===== config.mk =====
export PLATFORM = sky130hd
export DESIGN_NAME = bsa_board_attack
export DESIGN_NICKNAME = d
export VERILOG_FILES = /design/src/rtl/bsa_pkg.sv /design/src/rtl/bsa_cell_decode.sv /design/src/rtl/bsa_slider_ray.sv /design/src/rtl/bsa_square_merge.sv /design/src/rtl/bsa_board_attack.sv
export SDC_FILE = /design/constraint.sdc
export NUM_CORES = 1
export LEC_CHECK = 0
export ABC_AREA = 1
export BUFFER_PORTS_ARGS = -buffer_cell sky130_fd_sc_hd__buf_2
export CAP_MARGIN = 20
export CORE_AREA = 2 2 774 776
export DETAILED_ROUTE_END_ITERATION = 7
export DIE_AREA = 0 0 776 778
export GPL_TIMING_DRIVEN = 0
export PLACE_DENSITY = 0.3
export SLEW_MARGIN = 20
export SYNTH_ARGS = -nofsm -noshare
export SYNTH_HDL_FRONTEND = slang
export SYNTH_SLANG_ARGS = --single-unit

===== constraint.sdc =====
create_clock -name vclk -period 2.38
set_input_delay 0.476 -clock vclk [all_inputs]
set_output_delay 0.476 -clock vclk [all_outputs]
set_load 0.05 [all_outputs]

===== src/rtl/bsa_pkg.sv =====
package bsa_pkg;
  localparam int BOARD_W = 8;
  localparam int NSQ     = BOARD_W * BOARD_W;
  localparam int NLINE   = 13;
  localparam int NDIR    = 8;
  localparam int NORTH_DIRS = 4;

  localparam int L_EMPTY = 0;
  localparam int L_WP = 1;
  localparam int L_WN = 2;
  localparam int L_WB = 3;
  localparam int L_WR = 4;
  localparam int L_WQ = 5;
  localparam int L_WK = 6;
  localparam int L_BP = 7;
  localparam int L_BN = 8;
  localparam int L_BB = 9;
  localparam int L_BR = 10;
  localparam int L_BQ = 11;
  localparam int L_BK = 12;

  typedef enum logic [2:0] {
    DIR_N, DIR_S, DIR_E, DIR_W, DIR_NE, DIR_NW, DIR_SE, DIR_SW
  } dir_e;

  function automatic int dir_df(int d);
    case (dir_e'(d[2:0]))
      DIR_E, DIR_NE, DIR_SE: return 1;
      DIR_W, DIR_NW, DIR_SW: return -1;
      default:               return 0;
    endcase
  endfunction

  function automatic int dir_dr(int d);
    case (dir_e'(d[2:0]))
      DIR_N, DIR_NE, DIR_NW: return 1;
      DIR_S, DIR_SE, DIR_SW: return -1;
      default:               return 0;
    endcase
  endfunction

  function automatic bit dir_is_diag(int d);
    return d >= NORTH_DIRS;
  endfunction

  // Square reached after k steps from sq in direction d, or -1 if off board.
  function automatic int ray_sq(int sq, int d, int k);
    int f;
    int r;
    f = (sq % BOARD_W) + k * dir_df(d);
    r = (sq / BOARD_W) + k * dir_dr(d);
    if (f < 0 || f >= BOARD_W || r < 0 || r >= BOARD_W) return -1;
    return r * BOARD_W + f;
  endfunction

  function automatic int ray_len(int sq, int d);
    int n;
    n = 0;
    for (int k = 1; k < BOARD_W; k++)
      if (ray_sq(sq, d, k) >= 0) n = k;
    return n;
  endfunction
endpackage


===== src/rtl/bsa_cell_decode.sv =====
module bsa_cell_decode
  import bsa_pkg::*;
(
  input  logic [NLINE-1:0] cell_i,
  output logic             empty_o,
  output logic             w_orth_o,
  output logic             w_diag_o,
  output logic             b_orth_o,
  output logic             b_diag_o,
  output logic             blocker_o
);
  logic any_slider_w;
  logic plain_piece_w;

  assign empty_o  = cell_i[L_EMPTY];
  assign w_orth_o = cell_i[L_WR] | cell_i[L_WQ];
  assign w_diag_o = cell_i[L_WB] | cell_i[L_WQ];
  assign b_orth_o = cell_i[L_BR] | cell_i[L_BQ];
  assign b_diag_o = cell_i[L_BB] | cell_i[L_BQ];

  assign any_slider_w  = cell_i[L_WB] | cell_i[L_WR] | cell_i[L_WQ] |
                         cell_i[L_BB] | cell_i[L_BR] | cell_i[L_BQ];
  assign plain_piece_w = cell_i[L_WP] | cell_i[L_WN] | cell_i[L_WK] |
                         cell_i[L_BP] | cell_i[L_BN] | cell_i[L_BK];
  // Occupied by something that can never be a ray attacker.
  assign blocker_o = plain_piece_w & ~any_slider_w & ~cell_i[L_EMPTY];
endmodule


===== src/rtl/bsa_slider_ray.sv =====
module bsa_slider_ray #(
  parameter int LEN = 7
) (
  input  logic [LEN-1:0] clear_i,
  input  logic [LEN-1:0] foe_i,
  output logic           hit_o
);
  logic [LEN-1:0] term_w;

  for (genvar k = 0; k < LEN; k++) begin : g_term
    if (k == 0) begin : g_near
      assign term_w[k] = foe_i[k];
    end else begin : g_far
      assign term_w[k] = foe_i[k] & (&clear_i[k-1:0]);
    end
  end

  assign hit_o = |term_w;

  always_comb begin
    if (foe_i[0]) begin
      p_adj_hit_r3: assert (hit_o);
    end
    if (!clear_i[0] && !foe_i[0]) begin
      p_blocked_r4: assert (!hit_o);
    end
  end
endmodule


===== src/rtl/bsa_square_merge.sv =====
module bsa_square_merge
  import bsa_pkg::*;
(
  input  logic [NDIR-1:0] w_dir_i,
  input  logic [NDIR-1:0] b_dir_i,
  output logic            atk_w_o,
  output logic            atk_b_o
);
  assign atk_w_o = |w_dir_i;
  assign atk_b_o = |b_dir_i;
endmodule


===== src/rtl/bsa_board_attack.sv =====
module bsa_board_attack
  import bsa_pkg::*;
(
  input  logic [NSQ*NLINE-1:0] board_i,
  output logic [NSQ*NDIR-1:0]  atk_dir_w_o,
  output logic [NSQ*NDIR-1:0]  atk_dir_b_o,
  output logic [NSQ-1:0]       atk_w_o,
  output logic [NSQ-1:0]       atk_b_o
);
  logic [NSQ-1:0] empty_w, w_orth_w, w_diag_w, b_orth_w, b_diag_w, blocker_w;

  for (genvar s = 0; s < NSQ; s++) begin : g_cell
    bsa_cell_decode u_dec (
      .cell_i   (board_i[s*NLINE +: NLINE]),
      .empty_o  (empty_w[s]),
      .w_orth_o (w_orth_w[s]),
      .w_diag_o (w_diag_w[s]),
      .b_orth_o (b_orth_w[s]),
      .b_diag_o (b_diag_w[s]),
      .blocker_o(blocker_w[s])
    );
  end

  for (genvar s = 0; s < NSQ; s++) begin : g_sq
    for (genvar d = 0; d < NDIR; d++) begin : g_dir
      localparam int LEN  = ray_len(s, d);
      localparam bit DIAG = dir_is_diag(d);
      if (LEN == 0) begin : g_edge
        assign atk_dir_w_o[s*NDIR+d] = 1'b0;
        assign atk_dir_b_o[s*NDIR+d] = 1'b0;
      end else begin : g_ray
        logic [LEN-1:0] clr_v, wfoe_v, bfoe_v;
        for (genvar k = 0; k < LEN; k++) begin : g_step
          localparam int TS = ray_sq(s, d, k + 1);
          assign clr_v[k]  = empty_w[TS];
          assign wfoe_v[k] = DIAG ? w_diag_w[TS] : w_orth_w[TS];
          assign bfoe_v[k] = DIAG ? b_diag_w[TS] : b_orth_w[TS];
        end
        bsa_slider_ray #(.LEN(LEN)) u_w (
          .clear_i(clr_v), .foe_i(wfoe_v), .hit_o(atk_dir_w_o[s*NDIR+d])
        );
        bsa_slider_ray #(.LEN(LEN)) u_b (
          .clear_i(clr_v), .foe_i(bfoe_v), .hit_o(atk_dir_b_o[s*NDIR+d])
        );
      end
    end
    bsa_square_merge u_merge (
      .w_dir_i(atk_dir_w_o[s*NDIR +: NDIR]),
      .b_dir_i(atk_dir_b_o[s*NDIR +: NDIR]),
      .atk_w_o(atk_w_o[s]),
      .atk_b_o(atk_b_o[s])
    );
  end

  // Cross-ray and board-wide properties.
  always_comb begin
    int  n;
    bit  walled;
    for (int s = 0; s < NSQ; s++) begin
      walled = 1'b1;
      for (int d = 0; d < NDIR; d++) begin
        n = ray_sq(s, d, 1);
        if (n >= 0) begin
          if (!blocker_w[n]) walled = 1'b0;
          if (empty_w[n] && !w_orth_w[n] && !w_diag_w[n] &&
              !b_orth_w[n] && !b_diag_w[n]) begin
            p_ray_chain_r4: assert (
              atk_dir_w_o[s*NDIR+d] == atk_dir_w_o[n*NDIR+d] &&
              atk_dir_b_o[s*NDIR+d] == atk_dir_b_o[n*NDIR+d]);
          end
        end
      end
      if (walled) begin
        p_enclosed_r9: assert (!atk_w_o[s] && !atk_b_o[s]);
      end
    end
    if (!(|w_orth_w) && !(|w_diag_w)) begin
      p_no_white_r8: assert (atk_dir_w_o == '0);
    end
    if (!(|b_orth_w) && !(|b_diag_w)) begin
      p_no_black_r8: assert (atk_dir_b_o == '0);
    end
  end
endmodule


==> impl_metrics.py <==
metrics = {
    "sta": {
        "post-route-period-util_pct": 125,
        "setup_viol": 550,
        "hold_viol": 0,
        "rsz0062_at_grt": "yes",
        "final.min_clock_period_ps": 2980,
        "max_freq_mhz": 335,
        "holdWs_ps": 1520,
        "slew_viol_final": 0,
        "fin_tns_setup_ps": -78380,
        "slew_headroom_pct": 27.2,
        "worst_pin_slew_ps": 1090,
        "fin_ws_ps": -602,
    },
    "power_and_ir_drop": {
        "seqPwrFrac_pct": 0,
        "p_leak_uw": 0.0372,
        "power_density_mw_per_mm2": 261,
        "p_comb_share_pct": 100.0,
        "power.switching_uw": 16000,
        "p_int_uw": 7480,
        "power_frac_clock_pct": 0,
        "irDropWorstVdd_uv": 102,
        "switching_share_pct": 68.2,
    },
    "finish": {
        "syn_to_final_growth_pct": 184,
        "finalCoreUtilization_pct": 15.1,
        "fin_nets": 10400,
        "multi_input_area_mm2": 0.0368,
        "clkbuf_count": 0,
        "fillers": 68700,
        "stdcell_count": 17500,
        "regArea_um2": 0,
        "drive_gt1_share_pct": 69.9,
        "nFlopsAndLatches": 0,
    },
    "place": {
        "dp.cells": 16200,
        "gp_congestion": 0.997,
        "port_buffers": 1396,
        "dp_hpwl_mm": 660,
    },
    "setup_path": {
        "worstPathRequired_ps": 1900,
        "crit_path_start": "board_i[283]",
        "start_kind": "input port",
        "slowest_delay_ps": 530,
        "crit_path_end_kind": "primary output",
        "crit_type": "input port to primary output",
        "arrival_ps": 2510,
        "path_max_fanout": 3,
        "crit_path_top_delay_cell": "nand3b_1",
        "endpoint": "atk_dir_b_o[425]",
        "worstPathCellList": "buf_6 -> nor2_4 -> buf_12 -> clkinvlp_4 -> buf_12 -> buf_6 -> nand2_4 -> nand4_1 -> nand3b_1 -> buf_4 -> buf_8",
    },
    "routing": {
        "drcViolationCount": 0,
        "wirelength_mm": 768,
        "vias": 62900,
        "first_pass_iters": 7,
        "postRouteAntennaNets": 0,
        "wire_per_inst_um": 43.8,
        "drtIter0Drc": 6924,
        "avgViaCountPerCell": 3.59,
    },
    "status": {
        "outcome": "complete, but fails checks",
        "violations": "negative setup slack",
    },
    "global_routing": {
        "grt_util_all_layers_pct": 23.9,
        "grt_first_pass_wirelength_mm": 872,
        "grt_pass1_vias": 55500,
        "antenna_found_initial": 247,
        "grt_max_degree": 12,
        "grt-ovfl-total": 0,
    },
    "yosys": {
        "synth_area_per_cell_um2": 4.80,
        "syn_inst": 6617,
        "yosysMostFrequentCell": "nand2_1",
        "seq_area_frac_synth_pct": 0,
        "yosysWarningCount": 0,
        "synth_top_area_cell": "buf_4",
        "yosys.cell_types.count": 39,
        "synth_area_mm2": 0.0318,
        "synthTopCellsByCount": "nand2_1 (2,079), nor2_1 (1,249), buf_4 (1,177)",
        "synth_top_area_share_pct": 27.8,
        "synthTopCellsByArea": "buf_4 (28%), nand2_1 (25%), nor2_1 (15%)",
    },
    "die": {
        "die_h_um": 778,
        "die_w_um": 776,
        "dieArea_mm2": 0.604,
        "fp-row-count": 284,
        "pin_count": 1984,
        "design.core.area_mm2": 0.596,
        "start_util_pct": 5.33,
    },
    "clock_network": {
        "ctsHoldBuffers": 0,
    },
    "run": {
        "drv_cap": 0,
    },
    "hold_path": {
        "hold_depth": 5,
        "holdCritPathClass": "input port to primary output",
    },
}
==> cell usage in the layout (no fill, tap or decap), drive strengths merged, types with 6 or more instances in the layout <==
| master | count |
|---|---|
| a21oi | 157 |
| and2 | 6 |
| buf | 3952 |
| clkbuf | 58 |
| clkinv | 9 |
| clkinvlp | 140 |
| conb | 184 |
| diode | 108 |
| inv | 499 |
| nand2 | 2090 |
| nand3 | 487 |
| nand3b | 20 |
| nand4 | 179 |
| nor2 | 1321 |
| nor3 | 58 |
| o211ai | 28 |
| o21ai | 272 |
| or2 | 64 |
==> metal layers <==
layer,track usage (%),wire (um)
met1,26.6,282000
met2,36.6,320000
met3,9.56,84100
met4,17.9,80700
met5,0,1000
==> timing repair <==
action | CTS | global route
pin swaps | 438 | 884
cloned | 2 | 16
endpoints found under the setup margin | 878 | 676
setup buffers | 755 | 741
resized for setup | 3035 | 3791
==> power groups by stage <==
stage	sequential, uW	clock, uW	combinational (uW)
2_1_floorplan	0	0	7310
5_1_grt	0	0.00279	23500
3_5_place_dp	0	0	15800
3_3_place_gp	0	0	15400
4_1_cts	0	0	19500
6_report	0	0.00462	23500
==> kinds of logic after synthesis <==
kind of cell | Yosys count | synth area share (%)
buffers and inverters | 1913 | 36.9
other | 1 | 0.0118
AOI/OAI and AO/OA | 477 | 7.96
and+or+nand+nor | 4226 | 55.1
==> worst min path at each step <==
stage / startpoint / end / slack (ps)
global route: board_i[387] / atk_dir_b_o[297] / 1510
finish: board_i[387] / atk_dir_b_o[297] / 1520
global placement: board_i[299] / atk_dir_w_o[249] / 1670
floorplan: board_i[238] / atk_dir_w_o[209] / 1210
CTS: board_i[212] / atk_dir_w_o[139] / 1580
detailed placement: board_i[283] / atk_dir_b_o[233] / 1540
==> critical path, delay by kind of cell <==
kind,cells,cell delay (ps)
and+or+nand+nor,4,850
buffers and inverters,7,1120
==> layout make-up <==
type	instances	area share, %
inverter	648	3.57
antenna	108	0.300
multi-input combinational	4888	40.8
buffer	1041	9.83
tap	7865	10.9
timing repair buffer	2969	34.6
==> through the flow <==
stage          cell area, um^2  worst slack [ps]  total power [uW]
2_1_floorplan            32500               379              7310
3_3_place_gp             49300             -4010             15400
3_5_place_dp             51700             -2480             15800
4_1_cts                  70700              -481             19500
5_1_grt                  90000              -503             23500
6_report                 90100              -602             23500
Note: power is estimated with default switching activity, not from simulation.
